File: src/rtl/hreg_pkg.sv
package hreg_pkg;
    localparam int DW   = 32;
    localparam int AW   = 22;
    localparam int BE_W = DW / 8;

    // expand byte enables to a bit mask
    function automatic logic [DW-1:0] be_mask(input logic [BE_W-1:0] be);
        logic [DW-1:0] m;
        for (int k = 0; k < BE_W; k++) begin
            m[8*k +: 8] = {8{be[k]}};
        end
        return m;
    endfunction

    // replace enabled bytes of old with new
    function automatic logic [DW-1:0] be_merge(input logic [DW-1:0] old_v,
                                               input logic [DW-1:0] new_v,
                                               input logic [BE_W-1:0] be);
        logic [DW-1:0] m;
        m = be_mask(be);
        return (old_v & ~m) | (new_v & m);
    endfunction
endpackage

File: src/rtl/hreg_decode.sv
module hreg_decode
    import hreg_pkg::*;
#(
    parameter int          NUM_CTRL  = 4,
    parameter logic [AW-1:0] STAT_ADDR = 22'h10,
    parameter logic [AW-1:0] MASK_ADDR = 22'h11
) (
    input  logic [AW-1:0]       addr,
    output logic [NUM_CTRL-1:0] ctrl_hit,
    output logic                stat_hit,
    output logic                mask_hit
);
    for (genvar i = 0; i < NUM_CTRL; i++) begin : g_hit
        assign ctrl_hit[i] = (addr == AW'(i));
    end

    assign stat_hit = (addr == STAT_ADDR);
    assign mask_hit = (addr == MASK_ADDR);
endmodule

File: src/rtl/hreg_ctrl_bank.sv
module hreg_ctrl_bank
    import hreg_pkg::*;
#(
    parameter int NUM_CTRL = 4
) (
    input  logic                   clk,
    input  logic                   rst_n,
    input  logic                   srst,
    input  logic                   wr_en,
    input  logic [NUM_CTRL-1:0]    hit,
    input  logic [DW-1:0]          wdata,
    input  logic [BE_W-1:0]        be,
    output logic [NUM_CTRL*DW-1:0] words
);
    typedef struct packed {
        logic [NUM_CTRL-1:0][DW-1:0] regs;
    } bank_s;

    bank_s st_d, st_q;

    always_comb begin
        st_d = st_q;
        for (int i = 0; i < NUM_CTRL; i++) begin
            if (wr_en && hit[i]) begin
                st_d.regs[i] = be_merge(st_q.regs[i], wdata, be);
            end
        end
        if (srst) begin
            st_d = '0;
        end
    end

    always_ff @(posedge clk or negedge rst_n) begin
        if (!rst_n) begin
            st_q <= '0;
        end else begin
            st_q <= st_d;
        end
    end

    assign words = st_q.regs;
endmodule

File: src/rtl/hreg_irq.sv
module hreg_irq
    import hreg_pkg::*;
#(
    parameter int NUM_EVT = 8
) (
    input  logic               clk,
    input  logic               rst_n,
    input  logic               srst,
    input  logic               wr_en,
    input  logic               stat_hit,
    input  logic               mask_hit,
    input  logic [DW-1:0]      wdata,
    input  logic [BE_W-1:0]    be,
    input  logic [NUM_EVT-1:0] evt,
    output logic [NUM_EVT-1:0] stat,
    output logic [NUM_EVT-1:0] mask,
    output logic               irq_n
);
    typedef struct packed {
        logic [NUM_EVT-1:0] stat;
        logic [NUM_EVT-1:0] mask;
        logic               irq_n;
    } irq_s;

    localparam irq_s RST_VAL = '{stat: '0, mask: '0, irq_n: 1'b1};

    irq_s               st_d, st_q;
    logic [NUM_EVT-1:0] clr_w;

    always_comb begin
        st_d  = st_q;
        clr_w = '0;
        if (wr_en && mask_hit) begin
            st_d.mask = NUM_EVT'(be_merge(DW'(st_q.mask), wdata, be));
        end
        if (wr_en && stat_hit) begin
            clr_w = NUM_EVT'(wdata & be_mask(be));
        end
        // a new event wins over a coincident clear
        st_d.stat  = (st_q.stat & ~clr_w) | evt;
        st_d.irq_n = ~|(st_q.stat & st_q.mask);
        if (srst) begin
            st_d = RST_VAL;
        end
    end

    always_ff @(posedge clk or negedge rst_n) begin
        if (!rst_n) begin
            st_q <= RST_VAL;
        end else begin
            st_q <= st_d;
        end
    end

    assign stat  = st_q.stat;
    assign mask  = st_q.mask;
    assign irq_n = st_q.irq_n;
endmodule

File: src/rtl/hreg_port.sv
module hreg_port
    import hreg_pkg::*;
#(
    parameter int              NUM_CTRL  = 4,
    parameter int              NUM_EVT   = 8,
    parameter logic [AW-1:0]   STAT_ADDR = 22'h10,
    parameter logic [AW-1:0]   MASK_ADDR = 22'h11
) (
    input  logic                   clk,
    input  logic                   rst_n,
    input  logic                   srst,
    input  logic                   cs_n,
    input  logic                   wr_n,
    input  logic [AW-1:0]          addr,
    input  logic [DW-1:0]          wdata,
    input  logic [BE_W-1:0]        be,
    input  logic [NUM_EVT-1:0]     evt,
    output logic [DW-1:0]          rdata,
    output logic                   drv_n,
    output logic                   irq_n,
    output logic [NUM_CTRL*DW-1:0] ctrl_o
);
    typedef struct packed {
        logic [DW-1:0] rdata;
        logic          drv_n;
    } rd_s;

    localparam rd_s RD_RST = '{rdata: '0, drv_n: 1'b1};

    logic                wr_en, rd_en;
    logic [NUM_CTRL-1:0] ctrl_hit;
    logic                stat_hit, mask_hit;
    logic [NUM_EVT-1:0]  irq_stat, irq_mask;
    logic [DW-1:0]       rd_val;
    rd_s                 rd_d, rd_q;

    assign wr_en = !cs_n && !wr_n;
    assign rd_en = !cs_n &&  wr_n;

    hreg_decode #(
        .NUM_CTRL (NUM_CTRL),
        .STAT_ADDR(STAT_ADDR),
        .MASK_ADDR(MASK_ADDR)
    ) dec_i (
        .addr    (addr),
        .ctrl_hit(ctrl_hit),
        .stat_hit(stat_hit),
        .mask_hit(mask_hit)
    );

    hreg_ctrl_bank #(
        .NUM_CTRL(NUM_CTRL)
    ) bank_i (
        .clk  (clk),
        .rst_n(rst_n),
        .srst (srst),
        .wr_en(wr_en),
        .hit  (ctrl_hit),
        .wdata(wdata),
        .be   (be),
        .words(ctrl_o)
    );

    hreg_irq #(
        .NUM_EVT(NUM_EVT)
    ) irq_i (
        .clk     (clk),
        .rst_n   (rst_n),
        .srst    (srst),
        .wr_en   (wr_en),
        .stat_hit(stat_hit),
        .mask_hit(mask_hit),
        .wdata   (wdata),
        .be      (be),
        .evt     (evt),
        .stat    (irq_stat),
        .mask    (irq_mask),
        .irq_n   (irq_n)
    );

    // read multiplexer: one-hot hits OR-ed together, unmapped gives zero
    always_comb begin
        rd_val = '0;
        for (int i = 0; i < NUM_CTRL; i++) begin
            if (ctrl_hit[i]) begin
                rd_val = rd_val | ctrl_o[DW*i +: DW];
            end
        end
        if (stat_hit) begin
            rd_val = rd_val | DW'(irq_stat);
        end
        if (mask_hit) begin
            rd_val = rd_val | DW'(irq_mask);
        end
    end

    always_comb begin
        rd_d       = RD_RST;
        if (rd_en) begin
            rd_d.rdata = rd_val;
            rd_d.drv_n = 1'b0;
        end
        if (srst) begin
            rd_d = RD_RST;
        end
    end

    always_ff @(posedge clk or negedge rst_n) begin
        if (!rst_n) begin
            rd_q <= RD_RST;
        end else begin
            rd_q <= rd_d;
        end
    end

    assign rdata = rd_q.rdata;
    assign drv_n = rd_q.drv_n;
endmodule

File: config.mk
export PLATFORM = sky130hd
export DESIGN_NAME = hreg_port
export DESIGN_NICKNAME = d
export VERILOG_FILES = /design/src/rtl/hreg_pkg.sv /design/src/rtl/hreg_decode.sv /design/src/rtl/hreg_ctrl_bank.sv /design/src/rtl/hreg_irq.sv /design/src/rtl/hreg_port.sv
export SDC_FILE = /design/constraint.sdc
export NUM_CORES = 1
export LEC_CHECK = 0
export BUFFER_PORTS_ARGS = -buffer_cell sky130_fd_sc_hd__clkbuf_2
export CAP_MARGIN = 15
export CORE_MARGIN = 5
export CORE_UTILIZATION = 57
export DETAILED_ROUTE_END_ITERATION = 16
export PLACE_DENSITY = 0.85
export SLEW_MARGIN = 20
export SYNTH_ARGS = -nofsm -noshare
export SYNTH_HDL_FRONTEND = slang
export SYNTH_SLANG_ARGS = --single-unit
File: constraint.sdc
create_clock -name clk -period 3.5 [get_ports clk]
set_input_delay 0.175 -clock clk [delete_from_list [all_inputs] [get_ports clk]]
set_output_delay 0.175 -clock clk [all_outputs]
set_load 0.03 [all_outputs]
======== Word level (Yosys, flattened, before mapping) ========
Cells that the tools add are included.
storage, ports and cells
  word-level logic and storage cells ...... 69
  ROM bits ................................ 0
  flip-flop bits (word level) ............. 178
  memories ................................ 0
  output and inout bits ................... 162
  latch bits .............................. 0
  bits in writable memories ............... 0
operators by class
  order comparisons ....................... 0
  $mul .................................... 0
  divide/modulo/power cells ............... 0
  reductions and logical operators ........ 18
  shifts and indexed selects .............. 0
  add/sub/neg operators ................... 0
  bitwise operators ....................... 21
  equal/unequal tests ..................... 5
  muxes and demuxes ....................... 16
operators by type and width
  cell                   count
  $mux W32               10
  $or A32 B32 Y32        7
  $and A32 B32 Y32       5
  $mux W128              1
  $mux W33               2
  $or A32 B8 Y32         2
  $eq A22 B2 Y1 const B  2
  $eq A22 B5 Y1 const B  2
  $not A32 Y32           1
  $and A8 B8 Y8          3
  $eq A22 B1 Y1 const B  1
  $logic_not A22 Y1      1
  $mux W17               1
  $mux W8                2
  $or A8 B8 Y8           2
  $reduce_bool A2 Y1     5
  $logic_and A1 B1 Y1    8
  $not A8 Y8             1
  $reduce_or A8 Y1       1
  $logic_not A1 Y1       3

======== Depth between registers and ports, before layout ========
  depth after elaboration ................. 14
  depth in mapped cells ................... 7
  depth with buffers taken out ............ 4

======== By module ========
Synthesis repeated with hierarchy kept, for this count alone.
unflattened totals
  cell total of the unflattened synthesis .. 702
  area total of the unflattened synthesis .. 8428.1 um^2
modules (own cells, without submodules)
  module          area an instance (um^2)  cells each  times used
  hreg_ctrl_bank  5873.1                   455         1
  hreg_port       1669.1                   157         1
  hreg_irq        752.0                    68          1
  hreg_decode     133.9                    22          1

======== Least setup slack after synthesis ========
OpenSTA, ideal clock, no wires.
  path kind ............................... input-to-reg
  from .................................... input addr[0]
  to ...................................... register rd_q (netlist bit rdata[0])
  cell stages on the path ................. 6
  path buffers ............................ 3
  required time ........................... 3.372 ns
  setup time .............................. 0.128 ns
  arrival time ............................ 1.652 ns
  path slack .............................. 1.720 ns
  path through ............................ clkbuf_1 clkbuf_1 buf_1 mux4_2 a22oi_1 nor2_1
RTL lines
  element               line              source
  start, declared       hreg_port.sv:14   input logic [AW-1:0] addr,
  end signal, assigned  hreg_port.sv:112  rd_q <= rd_d;
  end, declared         hreg_port.sv:35   rd_s rd_d, rd_q;

==> metrics.md <==
| Metric | Value |
|---|---|
| CP Max Fanout | `18` |
| Drt via density | `6.71` |
| Syn nets | `972` |
| Floorplan core area | `15200 um^2` |
| Final HPWL DP | `19000 um` |
| CTS Sinks | `178` |
| Post-synth EDFFs | `0` |
| # setup viols final | `0` |
| Prevailing post-synth register cell | `dfrtp_1` |
| Post-Syn Area per Cell | `9.79 um^2` |
| Synth cell types | `38` |
| Dpl cells | `1260` |
| Post-synth ARST share | `100%` |
| Synthesized flop and latch total | `178` |
| Ranking of synthesized cells by area | `dfrtp_1, o21ai_0, a21oi_1` |
| Post-Layout Cell Count | `1297` |
| Final period util | `54.8%` |
| First-pass GRT wire length | `45500 um` |
| CP Class | `in2reg` |
| Worst hold slack | `0.00444 ns` |
| Routability cong. | `0.881` |
| Crit start category | `input port` |
| Status | `finished clean` |
| Number of DRC markers in iteration 0 | `1371` |
| Hold Startpoint | `evt[5]` |
| DR WL met2 | `14000 um` |
| Worst Setup SP | `addr[19]` |
| Crit-path cells | `clkbuf_2 -> nor4_4 -> nand2_1 -> nor3_2 -> a211oi_1` |
| Post-synthesis sequential area ratio | `50.5%` |
| Die Span X | `134 um` |
| Placed inst area | `10000 um^2` |
| Max Transition Viols Final | `0` |
| Post-CTS setup buffer count | `0` |
| Met3 Routed Length | `3020 um` |
| Die area | `18100 um^2` |
| Grt total ovfl | `0` |
| CTS root buffer | `clkbuf_16` |
| Tmin final | `1.92 ns` |
| Syn-to-layout area delta | `21.0%` |
| Peak VDD IR | `0.000362 V` |
| Yosys top cell by area | `dfrtp_1` |
| Largest net degree at the start of global routing | `89` |
| Initial core utilization | `58.0%` |
| Fmax | `522 MHz` |
| Critical-path cell with the highest stage delay | `nor4_4` |
| 1st-pass router iterations | `6` |
| Clock Tree Buf Depth | `2` |
| # DRC | `0` |
| Clk_skew | `0.00800 ns` |
| Vias | `8707` |
| Final hold vios | `0` |
| Final nets | `1166` |
| Routed len/inst | `22.2 um` |
| # IOs | `233` |
| Total track usage | `31.8%` |
| H-tree depth | `4` |
| Crit-path leading delay family | `simple AND/OR/NAND/NOR gates` |
| HP Class | `in2reg` |
| Max Cap Viol | `0` |
| Total CTS buffers | `17` |
| CTS tree | `done` |
| Skew-Pair Late Insertion Delay | `0.45 ns` |
| Final ANT Viol Nets | `0` |
| Die height | `134 um` |
| Gate Count Post-Synth | `901` |
| Kind of end point of the critical path | `register` |
| Fin area | `10700 um^2` |
| Initial antenna violation count | `1` |
| Setup_tns | `0 ns` |
| Arr. time, crit path | `2.19 ns` |
| Top Layer Used | `met4` |
| Slew HR | `38.1%` |
| Rows | `45` |
| Unrepaired setup endpoints after global routing | `no` |
| Vias in the first global route | `8273` |
| Power Dens Cells | `405 nW/um^2` |
| Share of the synthesized area in the top cell type | `49.9%` |
| R2r startpoint | `irq_i.mask[6]$_DFFE_PN0P_` |
| Share of cells above drive strength 1 | `29.9%` |
| CP required | `3.78 ns` |
| Total Wirelength | `28700 um` |
| CP peak stage delay | `0.82 ns` |
| DRT met1 WL | `10600 um` |
| Reg clk slew, reported paths | `0.07 ns` |
| Crit path buf inv count | `1` |
| Port Buffer Count | `232` |
| Leak | `0.00470 uW` |
| Post-Synthesis Cell Area | `8820 um^2` |
| Synthesis warning total | `0` |
| Slew at the pin closest to its max-slew limit | `0.922 ns` |
## flip-flops by register name, summed over array words and instances, names as in the netlist
| signal | cells |
|---|---|
| drv_n | 1 |
| irq_i.irq_n | 1 |
| bank_i.words | 128 |
| irq_i.stat | 8 |
| irq_i.mask | 8 |
| rdata | 32 |
## power by group
| part | total, uW | switching, uW | internal [uW] |
|---|---|---|---|
| Clock | 1980 | 806 | 1170 |
| Sequential | 2070 | 6.20 | 2060 |
| Combinational | 266 | 197 | 69.7 |
## worst reg2reg max path, delay by kind of cell, from the launching register on
| kind | cells | cell delay, ns |
|---|---|---|
| AO/OA/AOI/OAI | 1 | 0.21 |
| flip-flops | 1 | 0.42 |
| multiplexers | 1 | 0.50 |
| AND/OR/NAND/NOR | 1 | 0.08 |
## cells in the final DEF (no fill, tap or decap), drive strengths merged, types with 2 or more instances in the layout
cell	instances
clkbuf	252
dfrtp	176
o21ai	160
a21oi	136
nand3	129
a22oi	60
nor2	26
and2	25
nand4	25
nor4	21
buf	19
nand2	10
a211oi	8
mux4	8
mux2	8
or3b	7
nor3b	6
clkinv	5
dlygate4sd3	4
nor3	4
bufinv	3
clkinvlp	3
or3	3
nor2b	2
dfstp	2
## synthesized netlist by cell type (2+ instances only)
master	instances
nor2b_1	2
a211oi_1	8
a21oi_1	136
a22oi_1	60
nor2_1	26
buf_4	4
dlygate4sd1_1	6
o21ai_0	160
mux2_2	8
dfstp_2	2
nor4_4	16
or3_1	2
nand2_1	10
nor3b_1	6
buf_1	2
nand4_1	25
mux4_2	8
clkbuf_1	43
buf_2	20
dfrtp_1	176
nor3_2	3
nand3_1	129
nor4_1	4
and2_1	25
or3b_2	7
## through the flow
stage                     power (uW)  setup slack [ns]  utilization [%]
after floorplan                 2230              1.72                -
after global placement          2360              1.24             65.9
after detailed placement        2370              1.15             65.9
after CTS                       4310              1.63             70.2
after global routing            4430              1.39             70.2
final                           4320              1.58             70.2
## logic make-up (layout without fill, tap and decap cells)
logic type | count (synthesis) | after routing | synth area share (%)
flip-flops | 178 | 178 | 50.5
AND/OR/NAND/NOR | 263 | 263 | 19.2
AO/OA/AOI/OAI | 365 | 365 | 22.7
buffers and inverters | 79 | 286 | 4.55
multiplexers | 16 | 16 | 3.06
other | 0 | 1 | 0
## timing repair
item,in CTS,in global routing
endpoints found under the hold margin,74,0
hold buffers,4,0
resized for setup,0,0
## per-layer routing
| metal | global-route usage (%) | vias up |
|---|---|---|
| met5 | 0 | - |
| met4 | 15.1 | 0 |
| met3 | 8.14 | 90 |
| met2 | 49.1 | 616 |
| met1 | 42.4 | 4224 |
| li1 | - | 3777 |
## cell type report
type,count,area (um^2)
diodes,1,2.50
clock buffers,22,474
clock inverters,10,133
fillers,1165,4530
inverters,1,3.75
multi-input cells,644,4000
flip-flops and latches,178,4460
well taps,188,235
repair buffers,253,1360
## final timing paths
check	endpoint	slack, ns	depth (start not counted)
worst min register to register	bank_i.words[71]$_DFFE_PN0P_	0.56	2
worst max-delay path	irq_i.stat[5]$_DFF_PN0_	1.58	5
min in group asynchronous	rdata[19]$_DFF_PN0_	0.32	2
worst max register to register	rdata[6]$_DFF_PN0_	2.15	3
worst min-delay path	irq_i.stat[5]$_DFF_PN0_	0.004	3
max in group asynchronous	irq_i.irq_n$_DFF_PN1_	2.18	3
Note: power is estimated with default switching activity, not from simulation.
